[config.mk]
export PLATFORM = sky130hd
export DESIGN_NAME = mecr_top
export DESIGN_NICKNAME = d
export VERILOG_FILES = /design/src/rtl/mecr_pkg.sv /design/src/rtl/mecr_page_capture.sv /design/src/rtl/mecr_status_log.sv /design/src/rtl/mecr_cmd_ctl.sv /design/src/rtl/mecr_top.sv
export SDC_FILE = /design/constraint.sdc
export NUM_CORES = 1
export LEC_CHECK = 0
export BUFFER_PORTS_ARGS = -buffer_cell sky130_fd_sc_hd__buf_4
export CAP_MARGIN = 40
export CELL_PAD_IN_SITES_DETAIL_PLACEMENT = 1
export CELL_PAD_IN_SITES_GLOBAL_PLACEMENT = 1
export CORE_AREA = 2 2 69 97
export DETAILED_ROUTE_END_ITERATION = 7
export DIE_AREA = 0 0 71 99
export PLACE_DENSITY = 0.86
export SLEW_MARGIN = 30
export SYNTH_ARGS = -nofsm -noshare
export SYNTH_HDL_FRONTEND = slang
export SYNTH_SLANG_ARGS = --single-unit
[constraint.sdc]
create_clock -name clk -period 2.8 [get_ports clk]
set_input_delay 0.28 -clock clk [delete_from_list [all_inputs] [get_ports clk]]
set_output_delay 0.28 -clock clk [all_outputs]
set_load 0.005 [all_outputs]
[src/rtl/mecr_pkg.sv]
`timescale 1ns/1ps
package mecr_pkg;

    typedef enum logic [1:0] {
        SEL_PAGE = 2'd0,
        SEL_STAT = 2'd1,
        SEL_CMD  = 2'd2,
        SEL_NONE = 2'd3
    } reg_sel_e;

    typedef enum logic {
        CAP_EMPTY = 1'b0,
        CAP_HELD  = 1'b1
    } cap_state_e;

    localparam int N_CLASS    = 2;
    localparam int CLS_SINGLE = 0;
    localparam int CLS_MULTI  = 1;

endpackage

[src/rtl/mecr_page_capture.sv]
`timescale 1ns/1ps
module mecr_page_capture
    import mecr_pkg::*;
#(
    parameter int ADDR_W   = 32,
    parameter int PAGE_LSB = 12,
    localparam int PG_W    = ADDR_W - PAGE_LSB
) (
    input  logic               clk,
    input  logic               rst_n,
    input  logic [N_CLASS-1:0] evt,
    input  logic [ADDR_W-1:0]  addr,
    input  logic [N_CLASS-1:0] clr,
    output logic [N_CLASS-1:0] flags,
    output logic [PG_W-1:0]    page,
    output logic               held
);

    cap_state_e         state_q, state_d;
    logic [N_CLASS-1:0] keep;
    logic               load_page;

    assign keep = flags & ~clr;

    // next-state: ARM, HOLD, RELEASE, RELOAD
    always_comb begin
        state_d   = state_q;
        load_page = 1'b0;
        unique case (state_q)
            CAP_EMPTY: begin
                if (|evt) begin
                    state_d   = CAP_HELD;   // ARM
                    load_page = 1'b1;
                end
            end
            CAP_HELD: begin
                if (keep == '0) begin
                    if (|evt) begin
                        state_d   = CAP_HELD;  // RELOAD
                        load_page = 1'b1;
                    end else begin
                        state_d   = CAP_EMPTY; // RELEASE
                    end
                end else begin
                    state_d = CAP_HELD;        // HOLD
                end
            end
            default: state_d = CAP_EMPTY;
        endcase
    end

    // state register
    always_ff @(posedge clk or negedge rst_n) begin
        if (!rst_n) state_q <= CAP_EMPTY;
        else        state_q <= state_d;
    end

    // outputs: flags and captured page
    always_ff @(posedge clk or negedge rst_n) begin
        if (!rst_n) begin
            flags <= '0;
            page  <= '0;
        end else begin
            flags <= keep | evt;
            if (load_page) page <= addr[ADDR_W-1:PAGE_LSB];
        end
    end

    assign held = (state_q == CAP_HELD);

    logic unused_addr_low;
    assign unused_addr_low = ^addr[PAGE_LSB-1:0];

endmodule

[src/rtl/mecr_status_log.sv]
`timescale 1ns/1ps
module mecr_status_log
    import mecr_pkg::*;
#(
    parameter int ROW_W = 3
) (
    input  logic                           clk,
    input  logic                           rst_n,
    input  logic [N_CLASS-1:0]             evt,
    input  logic [ROW_W-1:0]               row,
    input  logic [N_CLASS-1:0]             clr,
    output logic [N_CLASS-1:0]             flags,
    output logic [N_CLASS-1:0][ROW_W-1:0]  rows
);

    for (genvar c = 0; c < N_CLASS; c++) begin : g_cls
        logic keep_c;
        assign keep_c = flags[c] & ~clr[c];

        always_ff @(posedge clk or negedge rst_n) begin
            if (!rst_n) begin
                flags[c] <= 1'b0;
                rows[c]  <= '0;
            end else begin
                flags[c] <= keep_c | evt[c];
                if (evt[c] && !keep_c) rows[c] <= row;
            end
        end
    end

endmodule

[src/rtl/mecr_cmd_ctl.sv]
`timescale 1ns/1ps
module mecr_cmd_ctl
    import mecr_pkg::*;
(
    input  logic               clk,
    input  logic               rst_n,
    input  logic               wr_en,
    input  logic [N_CLASS-1:0] wdata,
    input  logic [N_CLASS-1:0] sts_flags,
    output logic [N_CLASS-1:0] cmd_en,
    output logic               serr
);

    always_ff @(posedge clk or negedge rst_n) begin
        if (!rst_n)     cmd_en <= '0;
        else if (wr_en) cmd_en <= wdata;
    end

    assign serr = |(cmd_en & sts_flags);

endmodule

[src/rtl/mecr_top.sv]
`timescale 1ns/1ps
module mecr_top
    import mecr_pkg::*;
#(
    parameter int ADDR_W   = 32,
    parameter int PAGE_LSB = 12,
    parameter int ROW_W    = 3,
    localparam int PG_W    = ADDR_W - PAGE_LSB,
    localparam int STAT_W  = N_CLASS * (ROW_W + 1)
) (
    input  logic              clk,
    input  logic              rst_n,
    input  logic              ev_single,
    input  logic              ev_multi,
    input  logic [ADDR_W-1:0] ev_addr,
    input  logic [ROW_W-1:0]  ev_row,
    input  logic              cfg_wr,
    input  logic [1:0]        cfg_sel,
    input  logic [ADDR_W-1:0] cfg_wdata,
    output logic [ADDR_W-1:0] cfg_rdata,
    output logic              serr_o
);

    reg_sel_e sel;
    assign sel = reg_sel_e'(cfg_sel);

    logic [N_CLASS-1:0] evt;
    assign evt[CLS_SINGLE] = ev_single;
    assign evt[CLS_MULTI]  = ev_multi;

    logic [N_CLASS-1:0] pg_clr, st_clr;
    logic               cmd_wr;
    assign pg_clr[CLS_SINGLE] = cfg_wr && (sel == SEL_PAGE) && cfg_wdata[0];
    assign pg_clr[CLS_MULTI]  = cfg_wr && (sel == SEL_PAGE) && cfg_wdata[1];
    assign st_clr[CLS_SINGLE] = cfg_wr && (sel == SEL_STAT) && cfg_wdata[0];
    assign st_clr[CLS_MULTI]  = cfg_wr && (sel == SEL_STAT) && cfg_wdata[ROW_W+1];
    assign cmd_wr             = cfg_wr && (sel == SEL_CMD);

    logic [N_CLASS-1:0]            a_flags;
    logic [PG_W-1:0]               a_page;
    logic                          a_held;
    logic [N_CLASS-1:0]            s_flags;
    logic [N_CLASS-1:0][ROW_W-1:0] s_rows;
    logic [N_CLASS-1:0]            cmd_en;

    mecr_page_capture #(.ADDR_W(ADDR_W), .PAGE_LSB(PAGE_LSB)) u_page (
        .clk   (clk),
        .rst_n (rst_n),
        .evt   (evt),
        .addr  (ev_addr),
        .clr   (pg_clr),
        .flags (a_flags),
        .page  (a_page),
        .held  (a_held)
    );

    mecr_status_log #(.ROW_W(ROW_W)) u_stat (
        .clk   (clk),
        .rst_n (rst_n),
        .evt   (evt),
        .row   (ev_row),
        .clr   (st_clr),
        .flags (s_flags),
        .rows  (s_rows)
    );

    mecr_cmd_ctl u_cmd (
        .clk       (clk),
        .rst_n     (rst_n),
        .wr_en     (cmd_wr),
        .wdata     (cfg_wdata[N_CLASS-1:0]),
        .sts_flags (s_flags),
        .cmd_en    (cmd_en),
        .serr      (serr_o)
    );

    logic [STAT_W-1:0] stat_word;
    always_comb begin
        for (int c = 0; c < N_CLASS; c++) begin
            stat_word[c*(ROW_W+1)]                  = s_flags[c];
            stat_word[c*(ROW_W+1)+1 +: ROW_W]       = s_rows[c];
        end
    end

    always_comb begin
        cfg_rdata = '0;
        unique case (sel)
            SEL_PAGE: begin
                cfg_rdata[ADDR_W-1:PAGE_LSB] = a_page;
                cfg_rdata[N_CLASS-1:0]       = a_flags;
            end
            SEL_STAT: cfg_rdata[STAT_W-1:0]  = stat_word;
            SEL_CMD:  cfg_rdata[N_CLASS-1:0] = cmd_en;
            SEL_NONE: cfg_rdata = '0;
            default:  cfg_rdata = '0;
        endcase
    end

    logic unused_wdata;
    assign unused_wdata = ^{cfg_wdata[ADDR_W-1:ROW_W+2], cfg_wdata[ROW_W:2], a_held};

endmodule

## Yosys cells after proc, flatten, opt, wreduce, memory -nomap -nowiden

Cells that the tools add are included.
W data, S select, Z words.

- Logic and storage cells: 45
- Register bits: 33
- Input bits: 74
- Output and inout port bits: 33

- Multiplexer cells: 8
- Equal/unequal tests: 3
- Bitwise logic cells: 11
- Reductions and logical operators: 15

Operators by type and width:

| cell | number |
|---|---|
| $mux W20 | 1 |
| $logic_and A1 B1 Y1 | 9 |
| $pmux W2 S4 | 1 |
| $mux W6 | 1 |
| $and A2 B2 Y2 | 2 |
| $eq A2 B2 Y1 const B | 2 |
| $logic_not A2 Y1 | 2 |
| $pmux W1 S2 | 2 |
| $reduce_or A2 Y1 | 2 |
| $mux W1 | 3 |
| $not A1 Y1 | 3 |
| $and A1 B1 Y1 | 2 |
| $eq A2 B1 Y1 const B | 1 |
| $logic_not A1 Y1 | 2 |
| $not A2 Y2 | 1 |
| $or A1 B1 Y1 | 2 |
| $or A2 B2 Y2 | 1 |

## Depth between registers and ports, before layout

- Depth after elaboration: 8
- Depth in mapped cells: 5
- Mapped depth without buffers: 3

## Modules after synthesis

A second synthesis with hierarchy kept.

- Cells, all modules: 170
- Area total of the unflattened synthesis: 1890.6 um^2

Modules (own cells, without submodules):

| module | cells each | sequential area each (um^2) | instances | area each (um^2) |
|---|---|---|---|---|
| mecr_page_capture | 100 | 575.6 | 1 | 1129.8 |
| mecr_status_log | 20 | 200.2 | 1 | 355.3 |
| mecr_top | 45 | 0.0 | 1 | 324.1 |
| mecr_cmd_ctl | 5 | 50.0 | 1 | 81.3 |

## Worst setup path before layout

No wires, ideal clock.

- Kind: input -> register
- From: input cfg_sel[1]
- To: register u_stat.rows[0] (netlist name)
- Data required time: 2.672 ns
- Arrival time: 1.162 ns
- Setup time: 0.128 ns
- Stages on the path: 4
- Path slack: 1.511 ns
- Buffers on the path: 1
- Path through: buf_6 > nand4b_1 > a21boi_1 > mux2_1

- Word-level cells in the longest chain between the ends: 7

RTL lines:

| what | RTL line | RTL |
|---|---|---|
| from (decl) | mecr_top.sv:18 | `input logic [1:0] cfg_sel,` |
| $eq A2 B1 Y1 | mecr_top.sv:35 | `assign st_clr[CLS_SINGLE] = cfg_wr && (sel == SEL_STAT) && cfg_wdata[0];` |
| $logic_and A1 B1 Y1 (2 in a row) | mecr_top.sv:35 |  |
| $not A1 Y1 | mecr_status_log.sv:18 | `assign keep_c = flags[c] & ~clr[c];` |
| $and A1 B1 Y1 | mecr_status_log.sv:18 |  |
| $logic_not A1 Y1 | mecr_status_log.sv:26 | `if (evt[c] && !keep_c) rows[c] <= row;` |
| $logic_and A1 B1 Y1 | mecr_status_log.sv:26 |  |
| to (signal, indexed assignment) | mecr_status_log.sv:26 |  |
| to (decl) | mecr_status_log.sv:13 | `output logic [N_CLASS-1:0][ROW_W-1:0] rows` |

Every way passes these cells.
A chain may end at the register's enable or synchronous reset.

## Worst setup path in the final report

- From: register u_page.state_q (netlist: u_page.held)
- To: register u_page.page[9]

- Word-level cells in the longest chain between the ends: 2

RTL lines:

| what | RTL line | RTL |
|---|---|---|
| from (decl) | mecr_page_capture.sv:19 | `cap_state_e state_q, state_d;` |
| from (signal assigned) | mecr_page_capture.sv:55 | `else state_q <= state_d;` |
| $not A1 Y1 | n/a |  |
| $pmux W1 S2 * | mecr_page_capture.sv:29 | `unique case (state_q)` |
| to (signal assigned) | mecr_page_capture.sv:65 | `if (load_page) page <= addr[ADDR_W-1:PAGE_LSB];` |
| to (decl) | mecr_page_capture.sv:15 | `output logic [PG_W-1:0] page,` |

Mark *: on every way between the ends. The rest lies on a longest branch, timed or not.

==> results.json <==
{
  "avgSynthCellArea_um2": 9.749,
  "clkPwrFrac": 0.310,
  "grt_max_degree": 34,
  "drt-pass1-iter-count": 4,
  "ir_worst_vdd_mv": 0.2025,
  "grt_pass1_wl_um": 9487,
  "final_cell_mix": "65 x buf_4, 33 x dfrtp_1, 27 x and2_1",
  "status": "completed",
  "critPathMaxStageDelay_ns": 0.72,
  "rsz0062_at_grt": "no",
  "initial_core_util": 0.3414,
  "slew_viol_final": 0,
  "postCtsSetupRepairBufs": 0,
  "placed_cells": 333,
  "fillers": 719,
  "initialDrtViolationCount": 104,
  "place.gp.congestion": 0.7918,
  "vias": 1896,
  "finalCritPeriodShare": 0.6688,
  "tightestPinTransition_ns": 0.7597,
  "wire_per_inst_um": 16.89,
  "place_hpwl_um": 3876,
  "fin_util": 0.4314,
  "finClkSkew_ns": 0.007784,
  "ys_types": 26,
  "critPathSlowestCell": "dfrtp_1",
  "via_per_inst": 5.544,
  "dieArea_um2": 7029,
  "power_w": 0.001148,
  "final_common_cell": "buf_4",
  "drtAntennaViolNets": 0,
  "cts_htree_levels": 2,
  "antenna_found_initial": 0,
  "critPathLaunchType": "flip-flop",
  "ys_ff_latch": 33,
  "hp-class": "in -> reg",
  "synth-seq-area-share": 0.3922,
  "gr-total-overflow": 0,
  "critPathRequiredTime_ns": 2.94,
  "powerDensity_nw_per_um2": 431.2,
  "rows": 34,
  "postSynthCellCount": 216,
  "diodes": 0,
  "slew-limit-headroom": 0.4935,
  "max_freq_mhz": 534.0,
  "drcViolationCount": 0,
  "cts-root-buf": "clkbuf_8",
  "clock_path_buffers": 2,
  "fin_area_um2": 2661,
  "die_height_um": 99,
  "cts_tree": "done",
  "power.internal_w": 0.0008272,
  "coreArea_um2": 6168,
  "crit_chain": "and2_1, a32o_2, o211ai_2",
  "numCtsBuffers": 5,
  "p_sw_frac": 0.2792,
  "grt_pass1_vias": 1940,
  "synth.cell_area_um2": 2106,
  "die_w_um": 71,
  "final_net_count": 343,
  "seq_power_share": 0.469,
  "crit_arrival_ns": 2.02,
  "io_pins": 107,
  "grt_use_total": 0.1691,
  "setup_violations": 0,
  "fin_tns_setup_ns": 0,
  "path_class": "reg -> reg",
  "port_buffers": 61,
  "synth_warnings": 0,
  "insertion_delay_ns": 0.29,
  "area_delta_synth_final_pct": 26.38,
  "final_cell_count_no_fill": 342,
  "comb_power_share": 0.222,
  "cts.repair.resized": 0,
  "maxCapViolations": 0,
  "clkSinkCount": 33,
  "min_period_ns": 1.873,
  "p_leak_nw": 1.311,
  "totalWireLength_um": 5776,
  "hold_violations": 0,
  "clkTransAtPathRegs_ns": 0.07,
  "switchingPower_w": 0.0003204,
  "drive_gt1_frac": 0.3407,
  "endpoint_kind": "flip-flop",
  "dpl_cell_area_um2": 2571,
  "crit_fanout": 22
}
[worst max-delay path, delay by kind of cell (launching register included)]
family	cells	cell delay [ns]
AO/OA/AOI/OAI	2	0.77
flip-flops	1	0.72
AND/OR/NAND/NOR	1	0.23
[path summary, 6_finish.rpt]
kind | startpoint | endpoint | slack [ns] | cells past startpoint
max | u_page.held | u_page.page[9] | 0.93 | 3
min | ev_single | u_page.flags[0] | 0.21 | 2
max reg2reg | u_page.held | u_page.page[9] | 0.93 | 3
min reg2reg | u_stat.rows[1] | u_stat.rows[1] | 0.48 | 1
max in group asynchronous | rst_n | u_stat.rows[5] | 1.99 | 2
min in group asynchronous | rst_n | u_stat.flags[1] | 0.48 | 2
[cell type report]
cell class | instances | area, um2 | share of cell area
Multi-Input combinational cell | 163 | 1167 | 0.4386
Tap cell | 72 | 90.09 | 0.03385
Clock buffer | 8 | 80.08 | 0.03009
Timing Repair Buffer | 66 | 498.0 | 0.1871
Sequential cell | 33 | 825.8 | 0.3103
[state kept, by name, indices dropped and copies added (netlist names)]
register and flops:
u_cmd.cmd_en 2, u_page.flags 2, u_page.held 1, u_page.page 20, u_stat.flags 2, u_stat.rows 6
[power by group through the flow]
stage	clock (W)	sequential, W	combinational [W]
after floorplan	0	0.000537	0.000143
after global placement	0	0.000544	0.000249
after detailed placement	0	0.000547	0.000258
after CTS	0.000361	0.000538	0.000260
after global routing	0.000379	0.000544	0.000280
final	0.000355	0.000538	0.000254
[cells in the mapped netlist, drive strengths merged]
cell	count	area (um2)
a21boi	2	15.01
a21o	4	30.03
a22o	1	8.760
a22oi	20	150.1
a32o	1	11.26
and2	27	168.9
and3	20	125.1
buf	7	63.81
clkbuf	16	60.06
conb	1	3.750
dfrtp	33	825.8
mux2	8	90.09
mux2i	2	20.02
nand2	22	82.58
nand3	20	100.1
nand3b	1	7.510
nand4b	2	17.52
nand4bb	2	38.79
nor2	2	7.510
nor2b	1	6.260
o211ai	20	250.2
o21ai	2	10.00
or2	2	12.51
[metrics by stage]
stage	worst slack, ns	hold slack, ns
CTS	0.9071	0.2046
floorplan	1.511	-0.01559
global placement	0.8902	0.2602
detailed placement	0.8726	0.2577
global route	0.7691	0.2200
finish	0.9272	0.2107
[what timing repair did]
item / in CTS / in global routing
endpoints found under the setup margin: 0 / 0
hold buffers: 1 / 0
endpoints found under the hold margin: 33 / 0
[kinds of logic (layout without fill, tap and decap cells)]
family,Yosys count,in the layout,synth area share
simple gates,99,99,0.2692
compound gates,50,50,0.2258
flops,33,33,0.3922
buf+inv,23,74,0.05882
mux,10,10,0.05229
other cells,1,4,0.001781
[per-layer routing]
layer	GRT usage	up-vias	wire length, um	part of all wire
met5	0	-	0	0
met4	0.06967	0	85	0.015
met3	0.01022	6	178	0.031
met2	0.3178	47	3128	0.54
met1	0.1948	958	2383	0.41
li1	-	885	-	-
Power figures use the tool's default switching activity.
